$ cat config.mk
export PLATFORM = sky130hd
export DESIGN_NAME = trig_busy_gen
export DESIGN_NICKNAME = d
export VERILOG_FILES = /design/src/rtl/busy_pkg.sv /design/src/rtl/busy_prescaler.sv /design/src/rtl/busy_holdoff.sv /design/src/rtl/busy_buf_count.sv /design/src/rtl/busy_time_acc.sv /design/src/rtl/trig_busy_gen.sv
export SDC_FILE = /design/constraint.sdc
export NUM_CORES = 1
export LEC_CHECK = 0
export BUFFER_PORTS_ARGS = -buffer_cell sky130_fd_sc_hd__buf_2
export CAP_MARGIN = 0
export CORE_MARGIN = 1.5
export CORE_UTILIZATION = 25
export DETAILED_ROUTE_END_ITERATION = 8
export PLACE_DENSITY = 0.5
export SLEW_MARGIN = 20
export SYNTH_ARGS = -nofsm -noshare
export SYNTH_HDL_FRONTEND = slang
export SYNTH_SLANG_ARGS = --single-unit
$ cat constraint.sdc
create_clock -name clk_i -period 2.45 [get_ports clk_i]
set_clock_uncertainty 0.05 [all_clocks]
set_input_delay 0.1225 -clock clk_i [delete_from_list [all_inputs] [get_ports clk_i]]
set_output_delay 0.1225 -clock clk_i [all_outputs]
set_load 0.02 [all_outputs]
$ cat src/rtl/busy_pkg.sv
package busy_pkg;
  localparam int unsigned REG_W  = 16;
  localparam int unsigned TOUT_W = 16;
  localparam int unsigned BUF_W  = 4;

  typedef enum logic [1:0] {
    ADDR_TIMEOUT = 2'd0,
    ADDR_STATUS  = 2'd1,
    ADDR_TIME_HI = 2'd2,
    ADDR_TIME_LO = 2'd3
  } reg_addr_e;

  localparam int unsigned ST_NOT_READY = 15;
  localparam int unsigned ST_FULL      = 14;
  localparam int unsigned ST_HOLDOFF   = 13;
  localparam int unsigned ST_SEQ       = 12;
  localparam int unsigned ST_COUNT_LSB = 4;
  localparam int unsigned ST_LIMIT_LSB = 0;
endpackage

$ cat src/rtl/busy_prescaler.sv
module busy_prescaler #(
  parameter int unsigned DIV = 400
) (
  input  logic clk_i,
  input  logic rst_ni,
  input  logic restart_i,
  output logic tick_o
);
  localparam int unsigned CNT_W = (DIV > 1) ? $clog2(DIV) : 1;
  localparam logic [CNT_W-1:0] LAST = CNT_W'(DIV - 1);

  logic [CNT_W-1:0] cnt_q;

  always_ff @(posedge clk_i or negedge rst_ni) begin
    if (!rst_ni)             cnt_q <= '0;
    else if (restart_i)      cnt_q <= '0;
    else if (cnt_q == LAST)  cnt_q <= '0;
    else                     cnt_q <= cnt_q + 1'b1;
  end

  assign tick_o = (cnt_q == LAST);
endmodule

$ cat src/rtl/busy_holdoff.sv
module busy_holdoff #(
  parameter int unsigned W = 16
) (
  input  logic         clk_i,
  input  logic         rst_ni,
  input  logic         load_i,
  input  logic         tick_i,
  input  logic [W-1:0] timeout_i,
  output logic         active_o
);
  logic [W-1:0] rem_q;

  always_ff @(posedge clk_i or negedge rst_ni) begin
    if (!rst_ni)                    rem_q <= '0;
    else if (load_i)                rem_q <= timeout_i;
    else if (tick_i && rem_q != '0) rem_q <= rem_q - 1'b1;
  end

  assign active_o = (rem_q != '0);
endmodule

$ cat src/rtl/busy_buf_count.sv
module busy_buf_count #(
  parameter int unsigned W = 4
) (
  input  logic         clk_i,
  input  logic         rst_ni,
  input  logic         inc_i,
  input  logic         dec_i,
  input  logic [W-1:0] limit_i,
  output logic [W-1:0] count_o,
  output logic         full_o
);
  logic [W-1:0] cnt_q;

  always_ff @(posedge clk_i or negedge rst_ni) begin
    if (!rst_ni) cnt_q <= '0;
    else begin
      unique case ({inc_i, dec_i})
        2'b10:   if (cnt_q != '1) cnt_q <= cnt_q + 1'b1;
        2'b01:   if (cnt_q != '0) cnt_q <= cnt_q - 1'b1;
        default: ;
      endcase
    end
  end

  assign count_o = cnt_q;
  assign full_o  = (cnt_q >= limit_i);
endmodule

$ cat src/rtl/busy_time_acc.sv
module busy_time_acc #(
  parameter int unsigned W = 32
) (
  input  logic         clk_i,
  input  logic         rst_ni,
  input  logic         en_i,
  output logic [W-1:0] count_o
);
  logic [W-1:0] cnt_q;

  always_ff @(posedge clk_i or negedge rst_ni) begin
    if (!rst_ni)                  cnt_q <= '0;
    else if (en_i && cnt_q != '1) cnt_q <= cnt_q + 1'b1;
  end

  assign count_o = cnt_q;
endmodule

$ cat src/rtl/trig_busy_gen.sv
module trig_busy_gen
  import busy_pkg::*;
#(
  parameter int unsigned TICK_DIV    = 400,
  parameter int unsigned TIME_W      = 32,
  parameter int unsigned TIMEOUT_RST = 10
) (
  input  logic             clk_i,
  input  logic             rst_ni,
  input  logic             timing_ready_i,
  input  logic             l0_trig_i,
  input  logic             seq_active_i,
  input  logic             buf_release_i,
  input  logic             reg_wr_i,
  input  logic [1:0]       reg_addr_i,
  input  logic [REG_W-1:0] reg_wdata_i,
  output logic [REG_W-1:0] reg_rdata_o,
  output logic             busy_o
);
  logic [TOUT_W-1:0] timeout_q;
  logic [BUF_W-1:0]  limit_q;
  logic              tick, hold_active, buf_full;
  logic [BUF_W-1:0]  buf_count;
  logic [TIME_W-1:0] busy_time;
  logic [31:0]       time_ext;
  logic [REG_W-1:0]  status;

  always_ff @(posedge clk_i or negedge rst_ni) begin
    if (!rst_ni) begin
      timeout_q <= TOUT_W'(TIMEOUT_RST);
      limit_q   <= '0;
    end else if (reg_wr_i) begin
      if (reg_addr_i == ADDR_TIMEOUT) timeout_q <= reg_wdata_i[TOUT_W-1:0];
      if (reg_addr_i == ADDR_STATUS)  limit_q   <= reg_wdata_i[ST_LIMIT_LSB +: BUF_W];
    end
  end

  busy_prescaler #(.DIV(TICK_DIV)) u_presc (
    .clk_i, .rst_ni, .restart_i(l0_trig_i), .tick_o(tick)
  );

  busy_holdoff #(.W(TOUT_W)) u_hold (
    .clk_i, .rst_ni, .load_i(l0_trig_i), .tick_i(tick),
    .timeout_i(timeout_q), .active_o(hold_active)
  );

  busy_buf_count #(.W(BUF_W)) u_bufs (
    .clk_i, .rst_ni, .inc_i(l0_trig_i), .dec_i(buf_release_i),
    .limit_i(limit_q), .count_o(buf_count), .full_o(buf_full)
  );

  assign busy_o = !timing_ready_i || hold_active || seq_active_i || buf_full;

  busy_time_acc #(.W(TIME_W)) u_time (
    .clk_i, .rst_ni, .en_i(busy_o), .count_o(busy_time)
  );

  always_comb begin
    time_ext = '0;
    time_ext[TIME_W-1:0] = busy_time;
  end

  always_comb begin
    status = '0;
    status[ST_NOT_READY] = !timing_ready_i;
    status[ST_FULL]      = buf_full;
    status[ST_HOLDOFF]   = hold_active;
    status[ST_SEQ]       = seq_active_i;
    status[ST_COUNT_LSB +: BUF_W] = buf_count;
    status[ST_LIMIT_LSB +: BUF_W] = limit_q;
  end

  always_comb begin
    unique case (reg_addr_i)
      ADDR_TIMEOUT: reg_rdata_o = REG_W'(timeout_q);
      ADDR_STATUS:  reg_rdata_o = status;
      ADDR_TIME_HI: reg_rdata_o = time_ext[31:16];
      default:      reg_rdata_o = time_ext[15:0];
    endcase
  end
endmodule

==> results of run 1 <==
## flip-flops by register name, indices dropped and copies added (netlist names)
| name | flops |
|---|---|
| u_time.count_o | 32 |
| timeout_q | 16 |
| limit_q | 4 |
| u_bufs.count_o | 4 |
| u_hold.rem_q | 16 |
| u_presc.cnt_q | 9 |
## critical path, delay by kind of cell (launching register included)
kind	cells	cell delay, ns
compound gates	1	0.27
fa+ha+maj	1	0.19
buf+inv	3	0.40
flops	1	0.39
mux	1	0.48
simple gates	2	0.17
## stage by stage
step           std cells  util (%)  power [mW]
6_report             722     32.90       4.262
3_3_place_gp         677     29.25       2.855
2_1_floorplan        399         -       2.446
3_5_place_dp         677     29.25       2.878
4_1_cts              711     32.13       4.240
5_1_grt              721     32.89       4.521
## cell usage after synthesis (all sizes together) (2+ instances only)
| cell type | number |
|---|---|
| dfrtp | 79 |
| xnor2 | 37 |
| nand2 | 34 |
| nor2 | 28 |
| mux2 | 27 |
| nand3 | 22 |
| xor2 | 17 |
| inv | 16 |
| nand4 | 15 |
| o21ai | 13 |
| ha | 12 |
| mux4 | 12 |
| nor4 | 9 |
| and3 | 8 |
| clkbuf | 7 |
| nor3 | 7 |
| a21oi | 5 |
| a22o | 4 |
| o22ai | 4 |
| or4 | 4 |
| a31oi | 3 |
| and4 | 3 |
| o31a | 3 |
| or3 | 3 |
| buf | 2 |
| dfstp | 2 |
| nand2b | 2 |
| nor2b | 2 |
| nor4b | 2 |
| o2111a | 2 |
| or2 | 2 |
## power groups by stage
stage / clock network (mW) / registers [mW] / logic, mW
2_1_floorplan: 0 / 1.74 / 0.709
3_5_place_dp: 0 / 1.80 / 1.08
5_1_grt: 1.33 / 1.83 / 1.36
6_report: 1.22 / 1.80 / 1.24
4_1_cts: 1.26 / 1.78 / 1.19
3_3_place_gp: 0 / 1.79 / 1.06
## final cells by class
cell class / count / area [sq um] / area share, %
Multi-Input combinational cell: 294 / 2432 / 42.59
Sequential cell: 81 / 2031 / 35.56
Timing Repair Buffer: 89 / 639.4 / 11.20
Tap cell: 225 / 281.5 / 4.930
Clock buffer: 10 / 229.0 / 4.010
Inverter: 16 / 60.06 / 1.052
Clock inverter: 6 / 35.03 / 0.6135
Antenna cell: 1 / 2.502 / 0.04382
## worst max-delay path by stage
stage | startpoint | end | cells past startpoint
after floorplan | u_bufs.count_o[0]$_DFFE_PN0P_ | u_time.count_o[0]$_DFFE_PN0P_ | 8
after global placement | u_bufs.count_o[0]$_DFFE_PN0P_ | reg_rdata_o[14] | 8
after detailed placement | u_bufs.count_o[0]$_DFFE_PN0P_ | u_time.count_o[1]$_DFFE_PN0P_ | 8
after CTS | u_bufs.count_o[0]$_DFFE_PN0P_ | reg_rdata_o[14] | 8
after global routing | limit_q[0]$_DFFE_PN0P_ | reg_rdata_o[14] | 7
final | u_bufs.count_o[0]$_DFFE_PN0P_ | reg_rdata_o[14] | 8
## timing repair
action	in CTS	in global routing
pin swaps	1	4
gates cloned	0	1
gates resized for setup	8	15
setup buffers	1	9
setup endpoints to repair	2	13
hold buffers	17	0
endpoints found under the hold margin	99	0
## layer usage
layer | share of wire, % | wire length (microns)
met1 | 42 | 4822
met2 | 53 | 6060
met3 | 3.2 | 361
met4 | 1.2 | 137
met5 | 0 | 0
## kinds of logic (layout without fill, tap and decap cells)
group / count (synthesis) / count (layout) / synth area share (%)
other: 0 / 1 / 0
AND/OR/NAND/NOR: 146 / 146 / 17.93
buffers and inverters: 25 / 121 / 2.385
adder cells (fa/ha/maj): 13 / 13 / 3.816
multiplexers: 39 / 39 / 12.88
XOR/XNOR: 54 / 54 / 10.61
AO/OA/AOI/OAI: 41 / 42 / 6.874
flip-flops: 81 / 81 / 45.51
==> metrics.txt, run 1 <==
initial core utilization=25.69%; vias in the first global route=3,466; worst slack, placed=0.09921 ns; Switching Share=about 32%; worst setup path class=reg2out; synthesized area=around 4500 sq um; Leak=~2.5 nW; TNS Setup=0 ns; Synth top area share=between 40% and 50%; RSZ-0062 raised after global routing=true; Worst R2R Setup Slack=0.04 ns; routed vias=roughly 3.4k; Synth Instances=~400; hold_sp=l0_trig_i; CP endpoint kind=output port; core footprint=17,360 sq um; DRC=0; busiest layer in global routing=met2; CTS max path bufs=2; Yosys reg bits=81; unique cell type count in the Yosys netlist=54; All-Layer GR Usage=approximately an eighth; Pwr Density=roughly 750 nW/um^2; met3 usage=roughly 3.3%; drt first-iter violations=150; worst reg2reg path startpoint=u_hold.rem_q[1]$_DFFE_PN0P_; top cells by area, synth=dfrtp_1 44%, xnor2_1 7.3%, mux2_2 6.8%; Max stage delay cell, worst path=mux4_2; CTS tree=built; filler instances=about 1.7k; Tcrit/Tclk final=between 90% and 100%; CTS Sinks=just over 80; wire per inst=~16 microns; Most used DFF post-synth=dfrtp_1; DR pass1 iterations=4; later-pin clock latency in the skew report=about 0.34 ns; first-pass GRT wire length=~19,000 microns; max-cap viol count=0; GR Util met2=between 20% and 30%; Final WS setup=0.01397 ns; Design Area, Final=5710 sq um; syn nets=about 440; Worst VDD drop=approximately 360 uV; crit path launch type=flip-flop; total die area=~19,000 sq um; DR vias/cell=roughly 4.7; outcome=completed; crit path cell chain=inv_2, ha_4, nand2b_4, a2111oi_4, buf_4, nor2_2, mux4_2, buf_6; cells on worst reg2reg path=9; slew margin rel.=approximately three fifths; Ports=42; grt ovf=0; CP Data Required Time=between 2 and 2.5 ns; Critical R2R Capture=u_time.count_o[22]$_DFFE_PN0P_; Worst EP arrival=approximately 2.3 ns; largest net degree at the start of global routing=~80; post-synthesis sequential area ratio=a little under half; hold depth=3; H-tree depth=3; DRT Wirelength=~11,000 microns; met1 Use GR=between 15 and 20%; Clk pwr share=approximately 29%; sequential share of power=42.2%; root buffer cell=clkbuf_16; Synth Warn #=0; remaining antenna violation count=0; minimum clock period=between 2 and 2.5 ns; Switch Pwr=1.385 mW; type of the worst min-delay path=in2reg; Slew @ Worst Pin=approximately 0.56 ns; Die Span Y=around 140 microns; Hold Path End=u_hold.rem_q[11]$_DFFE_PN0P_; Crit Path Max Fanout=3; initial antenna violation count=1; share of post-route cells with drive strength above 1=32.46%; Yosys top cell by area=dfrtp_1; Int Power=2.877 mW; Largest stage delay, worst path=~0.48 ns; Core Rows=between 40 and 50; Die Wd=~140 microns; setup violators final=0; Total Nets Final=about 530; DPL Wire Length=about 8300 microns; Final Hold Viols=0; Clock Pin Slew Worst Setup and Hold Paths=roughly 0.06 ns; most frequent cells in the layout=78 x dfrtp_1, 38 x buf_2, 37 x xnor2_1; GPL Wtd Cong=just over 0.8; syn avg cell area=roughly 11 sq um; Hold Slack=0.1115 ns; Area growth syn-to-layout=28.06%; Post-synth EDFFs=0; most common cell after layout, fill and taps aside=dfrtp_1; Max Transition Viols Final=0; Port Buffers=41; Async S/R FF share, synth=100.0%; CTS Buf Count=9; fmax=about 410 MHz; Area after DPL=slightly above 5000 sq um; Comb pwr share=29.1%
Power figures use the tool's default switching activity.
==> run 2, diff against run 1 <==
--- a/config.mk
+++ b/config.mk
@@ -14,4 +14,5 @@
 export SLEW_MARGIN = 20
 export SYNTH_ARGS = -nofsm -noshare
 export SYNTH_HDL_FRONTEND = slang
+export SYNTH_HIERARCHICAL = 1
 export SYNTH_SLANG_ARGS = --single-unit
==> metrics.txt, run 2 <==
synth cell count leaders=79 x dfrtp_1, 35 x nor2_1, 28 x xnor2_1; max reg flops=32 (unchanged); Largest stage delay, worst path=0.53 ns (+0.05 ns); Clk pwr share=31.6% (+2.9 points); Crit Path Max Fanout=6 (+3); Leak=2.618 nW (+6.7%); Port Buffers=41 (unchanged); routed vias=3,913 (+15%); Synth Instances=424 (+6.3%); Switch Pwr=1.243 mW (-10%); Total Nets Final=580 (+9.6%); share of post-route cells with drive strength above 1=36.96% (+4.5 points); max-cap viol count=0 (unchanged); Design Area, Final=6206 sq um (+8.7%); DR pass1 iterations=6 (+2); DRT Wirelength=13,000 microns (+14%); grt ovf=0 (unchanged); Area growth syn-to-layout=32.83%; cells on worst reg2reg path=8 (-1); filler instances=1,803 (+5.3%); initial antenna violation count=0 (-1); crit path launch type=flip-flop; core footprint=18,150 sq um (+4.6%); Area after DPL=5545 sq um (+9.2%); vias in the first global route=3,927 (+13%); slew margin rel.=62.76% (+0.80 points); CP Depth=8 (unchanged); CTS max path bufs=2 (unchanged); Ports=42 (unchanged); met2 wire length=6675 microns (+10%); Post-synth EDFFs=0 (unchanged); most frequent cells in the layout=79 x dfrtp_1, 65 x buf_4, 38 x buf_2; Most used DFF post-synth=dfrtp_1; total die area=19,520 sq um (+4.7%); violated checks=DRC, setup timing; Final Hold Viols=0 (unchanged); H-tree depth=3 (unchanged); Comb pwr share=25.7% (-3.4 points); CP endpoint kind=flip-flop; RSZ-0062 raised after global routing=true; TNS Setup=-5.624 ns (-5.624 ns); Slew @ Worst Pin=0.5585 ns (-0.005980 ns); CP Data Required Time=2.63 ns (+0.35 ns); Synth Warn #=6 (+6); DPL Wire Length=9367 microns (+13%); synthesized area=4672 sq um (+4.8%); Synth top area share=42.31% (-2.0 points); Clock Pin Slew Worst Setup and Hold Paths=0.06 ns (about the same); Yosys reg bits=81 (unchanged); minimum clock period=2.712 ns (+0.2757 ns); max layer used=met4; Non-Filler Instances=781 (+8.2%); root buffer cell=clkbuf_16; Die Wd=139.7 microns (+2.3%); Hold Slack=0.03639 ns (-0.07510 ns); outcome=complete, but fails checks; hold depth=4 (+1); CTS tree=built; Worst EP arrival=2.90 ns (+0.64 ns); worst setup path class=reg2reg; largest net degree at the start of global routing=43 (-48%); type of the worst min-delay path=in2reg; drt first-iter violations=356 (+140%); unique cell type count in the Yosys netlist=65 (+20%); Max Transition Viols Final=0 (unchanged); Worst VDD drop=271.2 uV (-24%); Max stage delay cell, worst path=or4_4; top cells by area, synth=dfrtp_1 42%, xnor2_1 5.2%, mux4_2 4.3%; DRC=1 (+1); DR vias/cell=5.010 (+6.6%); crit path cell chain=or4_4, or2_1, nand2b_4, or4_4, and3_4, nor2b_4, nand3_2, mux2_4; later-pin clock latency in the skew report=0.35 ns (about the same); CTS Buf Count=9 (unchanged); Worst R2R Setup Slack=-0.26 ns (-0.30 ns); Total Power=4.034 mW (-5.3%); hold_sp=buf_release_i; sequential share of power=42.7% (+0.5 points); Yosys top cell by area=dfrtp_1; post-synthesis sequential area ratio=43.44% (-2.1 points); Async S/R FF share, synth=100.0% (unchanged); All-Layer GR Usage=13.74% (+0.61 points); worst slack, placed=-0.3260 ns (-0.4252 ns); Reg area=2029 sq um (about the same); Pwr Density=650.0 nW/um^2 (-13%); Die Span Y=139.7 microns (+2.3%); GPL Wtd Cong=0.8738 (+6.5%); Tcrit/Tclk final=110.7% (+11 points); syn nets=457 (+4.6%); final core occ=34.20% (+1.3 points); Critical path buffers and inverters=0 (-3); setup violators final=37 (+37); dpl cells=739 (+9.2%); first-pass GRT wire length=20,820 microns (+12%); Switching Share=30.82% (-1.7 points); Final WS setup=-0.2618 ns (-0.2757 ns); crit-path most repeated cell=or4_4; syn avg cell area=11.02 sq um (-1.4%); area of the multi-input gates=2645 sq um (+8.7%); CTS Sinks=81 (unchanged); remaining antenna violation count=0 (unchanged); diodes inserted=0 (-1); worst reg2reg path startpoint=u_hold/rem_q[3]$_DFFE_PN0P_; Int Power=2.791 mW (-3.0%); Core Rows=49 (+2.1%); initial core utilization=25.74% (+0.053 points); Critical R2R Capture=u_time/count_o[15]$_DFFE_PN0P_; most common cell after layout, fill and taps aside=dfrtp_1; Hold Path End=u_bufs/count_o[3]$_DFFE_PN0P_; CP top delay family=simple AND/OR/NAND/NOR gates; wire per inst=16.65 microns (+5.6%); most common cell in the netlist=dfrtp_1; met3 WL=420 microns (+16%); met1 WL=5700 microns (+18%); fmax=368.8 MHz (-10%)
run 2: power by group through the flow:
stage | Clock, mW | Sequential, mW | Combinational (mW)
after CTS | 1.31 | 1.71 | 1.04
after floorplan | 0 | 1.72 | 0.582
after global placement | 0 | 1.73 | 0.989
final | 1.27 | 1.72 | 1.04
after global routing | 1.38 | 1.75 | 1.14
after detailed placement | 0 | 1.74 | 1.00
run 2: worst max path at each step:
stage	endpoint	slack (ns)	from
final	u_time/count_o[15]$_DFFE_PN0P_	-0.26	u_hold/rem_q[3]$_DFFE_PN0P_
after CTS	u_time/count_o[25]$_DFFE_PN0P_	-0.24	u_hold/rem_q[3]$_DFFE_PN0P_
after global routing	u_time/count_o[17]$_DFFE_PN0P_	-0.32	u_hold/rem_q[3]$_DFFE_PN0P_
after detailed placement	u_time/count_o[15]$_DFFE_PN0P_	-0.33	u_hold/rem_q[3]$_DFFE_PN0P_
after floorplan	u_time/count_o[15]$_DFFE_PN0P_	-0.57	u_hold/rem_q[3]$_DFFE_PN0P_
after global placement	u_time/count_o[15]$_DFFE_PN0P_	-0.32	u_hold/rem_q[3]$_DFFE_PN0P_
run 2: metal layers:
metal,global-route usage [%],vias up
li1,-,1846
met1,17.14,1982
met2,23.46,69
met3,3.097,16
met4,4.654,0
met5,0,-
run 2: logic make-up after synthesis:
group | Yosys count | synth area share, %
buf+inv | 26 | 3.615
simple gates | 169 | 21.42
mux | 39 | 13.34
xor+xnor | 34 | 6.374
fa+ha+maj | 8 | 2.143
flops | 81 | 43.44
compound gates | 67 | 9.668
run 2: worst register-to-register path, cell delays in order, from the launching register on:
cell and delay, ns:
dfrtp_1 0.38, or4_4 0.53, or2_1 0.24, nand2b_4 0.15, or4_4 0.53, and3_4 0.20
nor2b_4 0.15, nand3_2 0.08, mux2_4 0.29
run 2: timing repair:
item	CTS	global route
pin swaps	13	17
hold buffers	17	0
gates resized for setup	16	14
endpoints found under the hold margin	58	0
buffers inserted	4	5
endpoints found under the setup margin	41	41
run 2: cell type report:
cell class	instances	area share, %
Clock buffer	13	4.194
Multi-Input combinational cell	317	42.62
Sequential cell	81	32.70
Tap cell	229	4.617
Inverter	12	0.7258
Clock inverter	3	0.2419
Timing Repair Buffer	126	14.90
